`src/rtl/i2c_bus_unjam.sv`:
```
`timescale 1ns/1ps
module i2c_bus_unjam #(
  parameter int CLK_MHZ   = 200,
  parameter int LOW_US    = 10,
  parameter int MAX_TRIES = 100
) (
  input  logic clk,
  input  logic rst_n,
  input  logic start,
  input  logic ctl_scl_oe,
  input  logic ctl_sda_oe,
  input  logic scl_in,
  input  logic sda_in,
  output logic pad_scl_oe,
  output logic pad_sda_oe,
  output logic ctrl_rst,
  output logic done,
  output logic ok,
  output logic fail
);
  localparam int LOW_CYC = CLK_MHZ * LOW_US;
  localparam int CW = $clog2(LOW_CYC + 1);
  localparam int TW = $clog2(MAX_TRIES + 1);

  typedef enum logic [2:0] {IDLE, SETTLE, CHECK, LOW, HIGH, FINISH} st_t;

  st_t           state;
  logic [1:0]    scl_s, sda_s;
  logic [CW-1:0] cnt;
  logic [TW-1:0] tries;

  wire bus_free = scl_s[1] & sda_s[1];
  wire cnt_end  = (cnt == CW'(LOW_CYC - 1));

  always_ff @(posedge clk or negedge rst_n) begin
    if (!rst_n) begin
      scl_s <= 2'b11;
      sda_s <= 2'b11;
    end else begin
      scl_s <= {scl_s[0], scl_in};
      sda_s <= {sda_s[0], sda_in};
    end
  end

  always_ff @(posedge clk or negedge rst_n) begin
    if (!rst_n) begin
      state <= IDLE;
      cnt   <= '0;
      tries <= '0;
      ok    <= 1'b0;
      fail  <= 1'b0;
    end else begin
      case (state)
        IDLE: if (start) begin
          state <= SETTLE;
          cnt   <= '0;
          tries <= '0;
          ok    <= 1'b0;
          fail  <= 1'b0;
        end
        SETTLE: begin
          if (cnt == CW'(2)) begin
            state <= CHECK;
            cnt   <= '0;
          end else cnt <= cnt + 1'b1;
        end
        CHECK: begin
          if (bus_free) begin
            ok    <= 1'b1;
            state <= FINISH;
          end else if (tries == TW'(MAX_TRIES)) begin
            fail  <= 1'b1;
            state <= FINISH;
          end else begin
            state <= LOW;
            cnt   <= '0;
          end
        end
        LOW: begin
          if (cnt_end) begin
            state <= HIGH;
            cnt   <= '0;
            tries <= tries + 1'b1;
          end else cnt <= cnt + 1'b1;
        end
        HIGH: begin
          if (cnt_end) begin
            state <= CHECK;
            cnt   <= '0;
          end else cnt <= cnt + 1'b1;
        end
        default: state <= IDLE;
      endcase
    end
  end

  assign ctrl_rst   = (state != IDLE);
  assign pad_scl_oe = (state == IDLE) ? ctl_scl_oe : (state == LOW);
  assign pad_sda_oe = (state == IDLE) & ctl_sda_oe;
  assign done       = (state == FINISH);
endmodule

```
`config.mk`:
```
export PLATFORM = sky130hd
export DESIGN_NAME = i2c_bus_unjam
export DESIGN_NICKNAME = d
export VERILOG_FILES = /design/src/rtl/i2c_bus_unjam.sv
export SDC_FILE = /design/constraint.sdc
export NUM_CORES = 1
export LEC_CHECK = 0
export BUFFER_PORTS_ARGS = -buffer_cell sky130_fd_sc_hd__buf_2
export CAP_MARGIN = 25
export CELL_PAD_IN_SITES_DETAIL_PLACEMENT = 0
export CELL_PAD_IN_SITES_GLOBAL_PLACEMENT = 1
export CORE_ASPECT_RATIO = 1.2
export CORE_MARGIN = 2
export CORE_UTILIZATION = 30
export CTS_CLUSTER_DIAMETER = 150
export DETAILED_ROUTE_END_ITERATION = 16
export GPL_ROUTABILITY_DRIVEN = 0
export PLACE_DENSITY_LB_ADDON = 0.3
export SYNTH_ARGS = -nofsm -noshare
export SYNTH_HDL_FRONTEND = slang
export SYNTH_SLANG_ARGS = --single-unit
```
`constraint.sdc`:
```
create_clock -name clk -period 2.9 [get_ports clk]
set_input_delay 0.145 -clock clk [delete_from_list [all_inputs] [get_ports clk]]
set_output_delay 0.145 -clock clk [all_outputs]
set_load 0.05 [all_outputs]
```
==> implementation parameters <==
Parameter                              Value

Synth
  Leading area contributor after synthesis    dfrtp_1
  Top cell type's share of synthesized area    37.43%
  Mean cell area of the mapped netlist    9.376 µm²
  Number of instances in the synthesized netlist    164
  Number of distinct library cells after synthesis    42
  Post-Syn Area    0.001538 mm²
  Flip-flop and latch count after synthesis    27
  Count of warnings emitted by yosys    0
  Dominant cells by area after synthesis    dfrtp_1 37%, dfstp_2 6.8%, nor2_1 4.4%
  Syn_nets    175
  Share of synthesized area occupied by flip-flops and latches    44.26%

Placed design
  Setup WS pre-CTS    0.3998 ns
  Post-Place Cells    231
  Half-perimeter wire length after detailed placement    2229 µm
  Count of input and output buffers    12

Die
  # rows    28
  Total Die Area    0.005717 mm²
  Overall die width    69.36 µm
  Core Footprint    0.004940 mm²
  Count of pins on the block boundary    13
  Effective utilization at floorplan    31.13%
  Floorplan die height    82.43 µm

Layout
  Highest-count cells in the layout ignoring fill and taps    23 x dfrtp_1, 18 x nor2_1, 12 x buf_2, 11 x nand2_1
  Antenna diodes    0
  Final standard cell count with taps included and fillers excluded    238
  Share of cells above drive strength 1    16.29%
  Most common library cell in the layout ignoring fill and taps    dfrtp_1
  Area Growth Syn to Fin    11.96%
  Share of the core filled with cells in the final layout    34.85%
  Total Nets Final    190

Global routing
  Wire length of the first global-routing pass    5382 µm
  Total routing resource utilization after global routing    11.86%
  Vias in the first global route    1,216
  Largest net degree at the start of global routing    28
  Antenna violations before repair    0
  Overflow after GRT    0

Job
  Reported max-cap violation count    0

Critical path
  Launching element of the worst setup path    cnt[1]$_DFFE_PN0P_
  Crit. End Element    flop
  Cell family with the largest share of critical-path delay    simple AND/OR/NAND/NOR gates
  Number of stages on the worst setup path    6
  Arrival time at the worst endpoint    2.67 ns
  Worst R2R Path Depth    6
  Slowest library cell on the worst path    or4_4
  Critical path type    reg -> reg
  Crit path max fanout    19
  CP peak stage delay    0.69 ns
  Buffer and inverter count on the worst path    0
  Critical Path Start Type    flop
  Crit path required time    3.06 ns
  Reg-to-Reg Start    cnt[1]$_DFFE_PN0P_
  Crit path cell chain    ha_1 > nand3_2 > or4_4 > a22oi_4 > o21ai_1 > mux2_2

Timing
  Tightest Pin Transition    0.6183 ns
  Relative max-transition margin    58.78%
  Final worst-path setup slack    0.3877 ns
  Tcrit/Tclk final    86.63%
  Final hold violation count    0
  Final worst clock skew    0.002018 ns
  Final worst hold slack    0.2451 ns
  Final setup violation count    0
  Fin Setup TNS    0 ns
  Max-slew violation count    0
  Fmax    398.0 MHz
  Unrepaired setup endpoints after global routing    false
  Min cycle time layout    2.512 ns

Detailed routing
  Wire length on met3    86 µm
  Count of routing violations after the opening detailed-route iteration    36
  Remaining antenna violation count    0
  DR WL/cell    12.95 µm
  Total met2 wirelength after detailed routing    1557 µm
  Router iterations before antenna repair    4
  Highest metal layer used by the detailed router    met4
  Total wire length after detailed routing    3082 µm
  Number of design rule violations left after detail routing    0
  M1 wire length    1386 µm
  Number of vias per cell    5.155
  Vias post-DR    1,227

Clocking
  Num CTS Buffers    3
  Max Root-Sink Buffers    2
  Source-to-sink clock delay at the later pin of the worst-skew pair    0.27 ns
  Post-CTS setup repair buffer count    0
  Clock-pin transition on the worst setup and hold timing paths    0.09 ns
  Clock tree from TritonCTS    done
  Resize count post-CTS    0
  # H-tree levels    1
  Sinks on the clock net    27
  Clock root buffer master    clkbuf_8

Power
  Areal power density over the cells    728.5 mW/mm²
  Total leakage power    0.7454 nW
  Worst ir drop on vdd    0.4274 mV

Min path
  Hold path startpoint    start
  Hold/Removal Path Class    in -> reg
  Number of stages on the worst hold path    4

Outcome
  Run status    finished, final reports clean
routing by layer:
| layer | GRT usage, % | vias to the layer above |
|---|---|---|
| li1 | - | 613 |
| met1 | 13.48 | 588 |
| met2 | 21.92 | 22 |
| met3 | 2.913 | 4 |
| met4 | 4.118 | 0 |
| met5 | 0 | - |
report_power, final:
group          leakage (nW)  internal, mW  total [mW]  switching, mW
Sequential            0.356         0.422       0.506         0.0835
Clock                0.0217        0.0974       0.214          0.116
Combinational         0.368         0.185       0.535          0.350
Total                 0.745         0.704        1.25          0.550
worst register-to-register path, cell delays in order, from the launching register on:
cell     delay (ns)
dfrtp_1        0.42
ha_1           0.22
nand3_2        0.17
or4_4          0.69
a22oi_4        0.49
o21ai_1        0.13
mux2_2         0.28
area by class of cell:
type	count	area, µm²
clock buffer	3	41.29
sequential	27	680.7
timing repair buffer	16	97.59
tap	60	75.07
inverter	7	26.28
fill	501	3218
multi-input combinational	124	793.3
clock inverter	1	7.507
logic make-up (layout without fill, tap and decap cells):
| kind of cell | Yosys count | count (layout) | synth area share [%] |
|---|---|---|---|
| buffers and inverters | 13 | 27 | 4.150 |
| adders and majority gates | 4 | 4 | 3.255 |
| DFF | 27 | 27 | 44.26 |
| muxes | 1 | 1 | 0.7323 |
| AOI/OAI and AO/OA | 33 | 33 | 14.40 |
| and+or+nand+nor | 79 | 79 | 29.21 |
| xor gates and xnor gates | 7 | 7 | 3.987 |
path summary, 6_finish.rpt:
| kind | to | slack (ns) |
|---|---|---|
| setup / recovery | cnt[10]$_DFFE_PN0P_ | 0.39 |
| hold / removal | tries[0]$_DFFE_PN0P_ | 0.25 |
| setup reg to reg | cnt[10]$_DFFE_PN0P_ | 0.39 |
| hold reg to reg | sda_s[1]$_DFF_PN1_ | 0.36 |
| max in group asynchronous | cnt[2]$_DFFE_PN0P_ | 2.08 |
| min in group asynchronous | tries[0]$_DFFE_PN0P_ | 0.42 |
synth_stat cells:
master / count
dfrtp_1: 23
a311oi_1: 1
and3b_1: 1
nor2_1: 18
or2_1: 2
nand2_1: 11
nor3b_1: 2
dfstp_2: 4
o22ai_1: 1
inv_1: 7
xnor2_1: 6
nor4_4: 1
clkbuf_1: 3
buf_1: 1
nand4bb_1: 1
a31oi_1: 1
a211o_1: 1
o311ai_1: 1
nand3_1: 9
nand3_2: 1
a22oi_4: 1
o21ai_1: 8
or2_2: 1
nor3_1: 9
nand4_1: 4
nor4_1: 5
or4_4: 1
nor2b_1: 1
nor4_2: 2
ha_1: 4
o221ai_1: 1
a21oi_1: 8
or4_1: 1
mux2_2: 1
xor2_1: 1
and2_1: 3
nor4b_1: 1
nand2b_1: 5
a21o_1: 7
o21ai_0: 2
o311a_1: 1
buf_6: 2
registers in the layout (all words and copies together), names as in the netlist:
register  count
state         3
fail          1
scl_s         2
cnt          11
tries         7
ok            1
sda_s         2
metrics by stage:
| step | power (mW) | area (µm²) |
|---|---|---|
| finish | 1.254 | 1722 |
| global route | 1.365 | 1722 |
| CTS | 1.275 | 1722 |
| detailed placement | 1.044 | 1643 |
| global placement | 1.031 | 1643 |
| floorplan | 0.9424 | 1538 |
repair_timing:
item                                   4_1_cts  5_1_grt
endpoints found under the hold margin       25        0
setup endpoints to repair                    0        0
hold buffers                                 3        0
Note: power is estimated with default switching activity, not from simulation.
